[src/rtl/gpio_pkg.sv]
package gpio_pkg;
  localparam int ADDR_W = 2;
  typedef enum logic [ADDR_W-1:0] {
    REG_DIR = 2'd0,
    REG_LAT = 2'd1,
    REG_PIN = 2'd2,
    REG_RSV = 2'd3
  } reg_sel_e;
endpackage

[src/rtl/gpio_sync.sv]
module gpio_sync #(
  parameter int WIDTH  = 8,
  parameter int STAGES = 2
) (
  input  logic             clk,
  input  logic             rst,
  input  logic [WIDTH-1:0] din,
  output logic [WIDTH-1:0] dout
);
  logic [WIDTH-1:0] stg [STAGES];
  logic past_ok;

  always_ff @(posedge clk) begin
    if (rst) past_ok <= 1'b0;
    else     past_ok <= 1'b1;
  end

  always_ff @(posedge clk) begin
    if (rst) stg[0] <= '0;
    else     stg[0] <= din;
  end

  assert_sync_first_R4: assert property (@(posedge clk) disable iff (rst)
    past_ok |-> stg[0] == $past(din));

  for (genvar s = 1; s < STAGES; s++) begin : g_stage
    always_ff @(posedge clk) begin
      if (rst) stg[s] <= '0;
      else     stg[s] <= stg[s-1];
    end
    assert_sync_chain_R4: assert property (@(posedge clk) disable iff (rst)
      past_ok |-> stg[s] == $past(stg[s-1]));
  end

  assign dout = stg[STAGES-1];
endmodule

[src/rtl/gpio_regs.sv]
module gpio_regs
  import gpio_pkg::*;
#(
  parameter int               WIDTH     = 8,
  parameter logic [WIDTH-1:0] IMPL_MASK = '1
) (
  input  logic              clk,
  input  logic              rst,
  input  logic [ADDR_W-1:0] addr,
  input  logic              we,
  input  logic [WIDTH-1:0]  wdata,
  input  logic [WIDTH-1:0]  pin_sync,
  output logic [WIDTH-1:0]  rdata,
  output logic [WIDTH-1:0]  dir_q,
  output logic [WIDTH-1:0]  lat_q
);
  reg_sel_e sel;
  logic [WIDTH-1:0] rd_next;
  logic past_ok;

  assign sel = reg_sel_e'(addr);

  always_comb begin
    case (sel)
      REG_DIR: rd_next = dir_q;
      REG_LAT: rd_next = lat_q;
      REG_PIN: rd_next = pin_sync & IMPL_MASK;
      default: rd_next = '0;
    endcase
  end

  always_ff @(posedge clk) begin
    if (rst) begin
      dir_q   <= IMPL_MASK;
      lat_q   <= '0;
      rdata   <= '0;
      past_ok <= 1'b0;
    end else begin
      past_ok <= 1'b1;
      rdata   <= rd_next;
      if (we) begin
        case (sel)
          REG_DIR:          dir_q <= wdata & IMPL_MASK;
          REG_LAT, REG_PIN: lat_q <= wdata & IMPL_MASK;
          default: ;
        endcase
      end
    end
  end

  assert_latch_write_R5: assert property (@(posedge clk) disable iff (rst)
    past_ok && $past(we) && ($past(addr) == REG_LAT || $past(addr) == REG_PIN)
      |-> lat_q == ($past(wdata) & IMPL_MASK));

  assert_latch_hold_R5: assert property (@(posedge clk) disable iff (rst)
    past_ok && !$past(we) |-> $stable(lat_q) && $stable(dir_q));

  assert_reserved_zero_R9: assert property (@(posedge clk) disable iff (rst)
    past_ok && $past(addr) == REG_RSV |-> rdata == '0);
endmodule

[src/rtl/gpio_padmux.sv]
module gpio_padmux #(
  parameter int               WIDTH     = 8,
  parameter logic [WIDTH-1:0] IMPL_MASK = '1
) (
  input  logic             clk,
  input  logic             rst,
  input  logic [WIDTH-1:0] dir_q,
  input  logic [WIDTH-1:0] lat_q,
  input  logic [WIDTH-1:0] per_en,
  input  logic [WIDTH-1:0] per_act,
  input  logic [WIDTH-1:0] per_dout,
  output logic [WIDTH-1:0] pad_out,
  output logic [WIDTH-1:0] pad_oe
);
  logic [WIDTH-1:0] nxt_out, nxt_oe, own;
  logic past_ok;

  for (genvar i = 0; i < WIDTH; i++) begin : g_bit
    if (IMPL_MASK[i]) begin : g_impl
      assign own[i]     = per_en[i] & per_act[i];
      assign nxt_out[i] = own[i] ? per_dout[i] : lat_q[i];
      assign nxt_oe[i]  = own[i] | ~dir_q[i];
    end else begin : g_absent
      assign own[i]     = 1'b0;
      assign nxt_out[i] = 1'b0;
      assign nxt_oe[i]  = 1'b0;
    end

    assert_override_R6: assert property (@(posedge clk) disable iff (rst)
      past_ok && IMPL_MASK[i] && $past(per_en[i] && per_act[i])
        |-> pad_oe[i] && pad_out[i] == $past(per_dout[i]));

    assert_port_owns_R7: assert property (@(posedge clk) disable iff (rst)
      past_ok && IMPL_MASK[i] && !$past(per_en[i] && per_act[i])
        |-> pad_oe[i] == !$past(dir_q[i]) && pad_out[i] == $past(lat_q[i]));

    assert_absent_quiet_R8: assert property (@(posedge clk) disable iff (rst)
      !IMPL_MASK[i] |-> !pad_oe[i] && !pad_out[i]);
  end

  always_ff @(posedge clk) begin
    if (rst) begin
      pad_out <= '0;
      pad_oe  <= '0;
      past_ok <= 1'b0;
    end else begin
      pad_out <= nxt_out;
      pad_oe  <= nxt_oe;
      past_ok <= 1'b1;
    end
  end
endmodule

[src/rtl/gpio_port.sv]
module gpio_port
  import gpio_pkg::*;
#(
  parameter int               WIDTH     = 8,
  parameter logic [WIDTH-1:0] IMPL_MASK = 8'hBF,
  parameter int               SYNC_LEN  = 2
) (
  input  logic              clk,
  input  logic              rst,
  input  logic [ADDR_W-1:0] bus_addr,
  input  logic              bus_we,
  input  logic [WIDTH-1:0]  bus_wdata,
  output logic [WIDTH-1:0]  bus_rdata,
  output logic [WIDTH-1:0]  pad_out,
  output logic [WIDTH-1:0]  pad_oe,
  input  logic [WIDTH-1:0]  pad_in,
  input  logic [WIDTH-1:0]  per_en,
  input  logic [WIDTH-1:0]  per_act,
  input  logic [WIDTH-1:0]  per_dout
);
  logic [WIDTH-1:0] pin_sync, dir_q, lat_q;

  gpio_sync #(.WIDTH(WIDTH), .STAGES(SYNC_LEN)) u_sync (
    .clk(clk), .rst(rst), .din(pad_in), .dout(pin_sync)
  );

  gpio_regs #(.WIDTH(WIDTH), .IMPL_MASK(IMPL_MASK)) u_regs (
    .clk(clk), .rst(rst), .addr(bus_addr), .we(bus_we), .wdata(bus_wdata),
    .pin_sync(pin_sync), .rdata(bus_rdata), .dir_q(dir_q), .lat_q(lat_q)
  );

  gpio_padmux #(.WIDTH(WIDTH), .IMPL_MASK(IMPL_MASK)) u_padmux (
    .clk(clk), .rst(rst), .dir_q(dir_q), .lat_q(lat_q),
    .per_en(per_en), .per_act(per_act), .per_dout(per_dout),
    .pad_out(pad_out), .pad_oe(pad_oe)
  );

  assert_rdata_masked_R8: assert property (@(posedge clk) disable iff (rst)
    (bus_rdata & ~IMPL_MASK) == '0);
endmodule

[config.mk]
export PLATFORM = sky130hd
export DESIGN_NAME = gpio_port
export DESIGN_NICKNAME = d
export VERILOG_FILES = /design/src/rtl/gpio_pkg.sv /design/src/rtl/gpio_sync.sv /design/src/rtl/gpio_regs.sv /design/src/rtl/gpio_padmux.sv /design/src/rtl/gpio_port.sv
export SDC_FILE = /design/constraint.sdc
export NUM_CORES = 1
export LEC_CHECK = 0
export BUFFER_PORTS_ARGS = -buffer_cell sky130_fd_sc_hd__buf_4
export CORE_MARGIN = 1.5
export CORE_UTILIZATION = 51
export DETAILED_ROUTE_END_ITERATION = 8
export GPL_ROUTABILITY_DRIVEN = 0
export PLACE_DENSITY_LB_ADDON = 0.12
export SYNTH_ARGS = -nofsm -noshare
export SYNTH_HDL_FRONTEND = slang
export SYNTH_SLANG_ARGS = --single-unit
[constraint.sdc]
create_clock -name clk -period 2.2 [get_ports clk]
set_input_delay 0.22 -clock clk [delete_from_list [all_inputs] [get_ports clk]]
set_output_delay 0.22 -clock clk [all_outputs]
set_load 0.1 [all_outputs]
==> summary by stage <==
Synth
Among all cell types in the netlist, the one instantiated most often is dfxtp_1. Multiplexer cells account for 0% of the synthesized area. The combined area of all synthesized cells is 1780 um2. The largest total area in the synthesized netlist belongs to dfxtp_1.

The flop and latch count out of synthesis is 49. Counting flops with an async set or reset pin after synthesis yields a share of 0%. Among all flip-flop cells after synthesis, the most frequent one is dfxtp_1.

The count of cell types in the netlist is 19. In this run, synthesis inferred 0 flip-flops with an integrated enable. The average size of a mapped cell is 10.5 um2. Summing the areas of all compound-gate instances in the mapped netlist gives 21.2% of the synthesized area. After synthesis, flip-flops and latches occupy 55.3% of the total area. The commonest cells after synthesis are 49 x dfxtp_1, 21 x a21oi_1, 14 x a21bo_2, 14 x nand3_1, 14 x nor2b_1. The post-synthesis share of cell area spent on xor and xnor gates is 0%.

The number of standard cells after synthesis is 169. The total number of yosys warnings is 0. The synthesized design devotes to its leading area cell type 55.3% of total area. The synthesized-area fraction occupied by and/or/nand/nor cells is 15.3%. After synthesis, the cell types taking the most area are dfxtp_1 55%, a21bo_2 7.9%, a21oi_1 5.9%, nor2b_1 4.9%, a222oi_1 3.9%. The post-synthesis adder-cell area fraction is 2.82%. The largest family of logic cells by synthesized area is compound AO/OA/AOI/OAI gates.

Clock tree
The clock net sink count is 49. CTS built an H-tree with a depth of 2. Counting the buffers created by CTS gives 5. TritonCTS built the clock tree.

The clock-pin slew on the worst setup and hold paths is 130 ps. The number of gates resized after CTS was 0. The clock insertion delay at the later pin of the skew report is 340 ps. The total of hold buffers inserted after clock tree synthesis is 0. The root buffer cell chosen for the clock tree is clkbuf_4. The longest clock path from root to sink contains 2 buffers. In this run the post-CTS setup repair buffer count came out at 0.

Global routing
The number of global-route vias before repair is 1155. The largest net degree at the start of global routing is 44. Global routing used 22.7% of the available met1 tracks. For this run, global-route usage on met2 was measured as 31.1%. The first-pass GRT wire length is 5150 um. Summed over all layers, the global routing overflow is 0. The most heavily used metal layer in global routing is met2. The total global-route track usage is 18.7%. The initial antenna violation count is 0.

The global routing met3 resource utilization is 6.83%.

Timing
Measured against its own limit, the worst slew margin works out to 66.2%. For the pin with the worst max-slew slack, the measured transition is 506 ps. The minimum period implied by the final worst setup slack is 1200 ps. The number of endpoints failing setup at the final stage is 0.

The final count of hold timing violations is 0. Setup repair after global routing left no endpoint under its margin. The share of the cycle needed by the critical path after routing is 54.8%.

The final number of max-transition violations is 0. The final-layout setup total negative slack is 0 ps. The final worst hold slack is 81.4 ps. For this run, the top clock speed supported by timing is 830 MHz.

The clock skew after layout is 6.63 ps.

Worst setup path
At the worst endpoint, the arrival time is 980 ps. In this run the number of cells on the critical path is 1. The maximum single-stage delay on the critical path is 350 ps. The cell family contributing the most delay on the critical path is flip-flops. Counting both buffers and inverters, the worst setup path holds a total of 1. STA classifies the critical path startpoint as a flip-flop. The critical path capture point type is an output pin. The signal on the critical path passes through buf_4.

Along the worst path, the maximum fanout reaches 1. For the worst setup path, the data required time is 1980 ps. The standard cell with the maximum stage delay on the critical path is dfxtp_1. The cell count of the worst reg-to-reg path is 2. By startpoint and endpoint, the worst setup path is classified as reg2out.

Floorplan
The initial cell density of the core is 53.2%. The die span in x is 62 um. The core region area is 3340 um2. The die footprint is 3840 um2. The floorplan die height is 62 um.

Row generation in the floorplan step produced 21 rows. During I/O placement, the number of pins put on the boundary was 69.

Finish
The area overhead of the layout relative to synthesis is 27.3%. The net total in the final layout is 274. 0 antenna diodes ended up in the layout. The fraction of final layout cells with drive strength greater than 1 is 36.0%.

After filler insertion, the fill cell instance count of the layout stands at 284.

Drt
The number of nets with antenna violations after detailed routing is 0. The total vias in the final route is 1350. In the routed layout, each cell is associated on average with a via count of 4.98. Summed over all layers, the routed wires come to 3460 um. The first detailed-routing pass took 5 iterations. After the first detailed-routing iteration, the DRC count stood at 41. Dividing the detail-routed wire length by the instance count gives 12.8 um. After detailed routing, the number of remaining DRC violations is 0.

Job
The number of maximum-capacitance constraint violations is 0.

Power
The peak supply drop is 0.465 mV. Dividing total power by cell area gives a power density of 763 nW/um2. The static leakage power is 1.02 nW.

Placed design
The total of buffers placed on input and output ports is 60. Detailed placement ended at an HPWL of 2450 um.

Worst hold path
The worst hold path stage count is 2. The tightest min-delay check is of the in2reg type.

Status
The run finished with clean final reports.
## flip-flops by register name (all words and copies together) (netlist names)
register,flops
u_sync.stg,14
u_padmux.pad_oe,7
u_regs.rdata,7
u_regs.dir_q,7
u_regs.lat_q,7
u_padmux.pad_out,7
## placed cells by master (no fill, tap or decap)
cell type	instances
a211o_1	7
a21bo_2	14
a21oi_1	21
a222oi_1	7
and3_1	7
buf_4	60
clkbuf_1	1
clkbuf_4	5
clkbuf_8	1
conb_1	3
dfxtp_1	49
ha_1	4
inv_1	2
nand2_1	7
nand2_4	1
nand3_1	14
nor2_1	7
nor2b_1	14
or2_1	1
## where the power goes
part | leakage, nW | internal, mW | switching, mW | total [mW]
combinational | 0.585 | 0.120 | 0.256 | 0.375
sequential | 0.403 | 0.933 | 0.0186 | 0.952
clock | 0.0314 | 0.151 | 0.245 | 0.397
## metal layers
metal	wire length (um)	share of wire, %
met5	0	0
met3	189	5.5
met1	1490	43
met4	20	0.58
met2	1760	51
## metrics by stage
| stage | worst slack, ps | instance area (um2) | util, % | instances | power, mW |
|---|---|---|---|---|---|
| finish | 995 | 2260 | 67.8 | 271 | 1.72 |
| global route | 929 | 2260 | 67.8 | 271 | 1.81 |
| CTS | 988 | 2260 | 67.8 | 271 | 1.74 |
| detailed placement | 712 | 2210 | 66.1 | 264 | 1.35 |
| global placement | 746 | 2210 | 66.1 | 264 | 1.34 |
| floorplan | 1050 | 1780 | - | 171 | 1.24 |
## final cells by class
cell class,count,area (um2),share of cell area (%)
Clock buffer,7,55.1,2.43
Inverter,2,7.51,0.332
Multi-Input combinational cell,107,709,31.4
Sequential cell,49,981,43.4
Tap cell,46,57.6,2.55
Timing Repair Buffer,60,450,19.9
## final timing paths
check | end | slack, ps | startpoint
hold reg to reg | u_sync.stg[1][0] | 450 | u_sync.stg[0][0]
setup / recovery | bus_rdata[3] | 1000 | u_regs.rdata[3]
hold / removal | u_sync.stg[0][0] | 80 | pad_in[0]
setup reg to reg | u_regs.rdata[0] | 1310 | u_regs.dir_q[0]
## kinds of logic after synthesis
| group | Yosys count |
|---|---|
| and+or+nand+nor | 51 |
| AOI/OAI and AO/OA | 49 |
| DFF | 49 |
| buffers and inverters | 15 |
| adders and majority gates | 4 |
| other | 1 |
(Power assumes the default switching activity.)
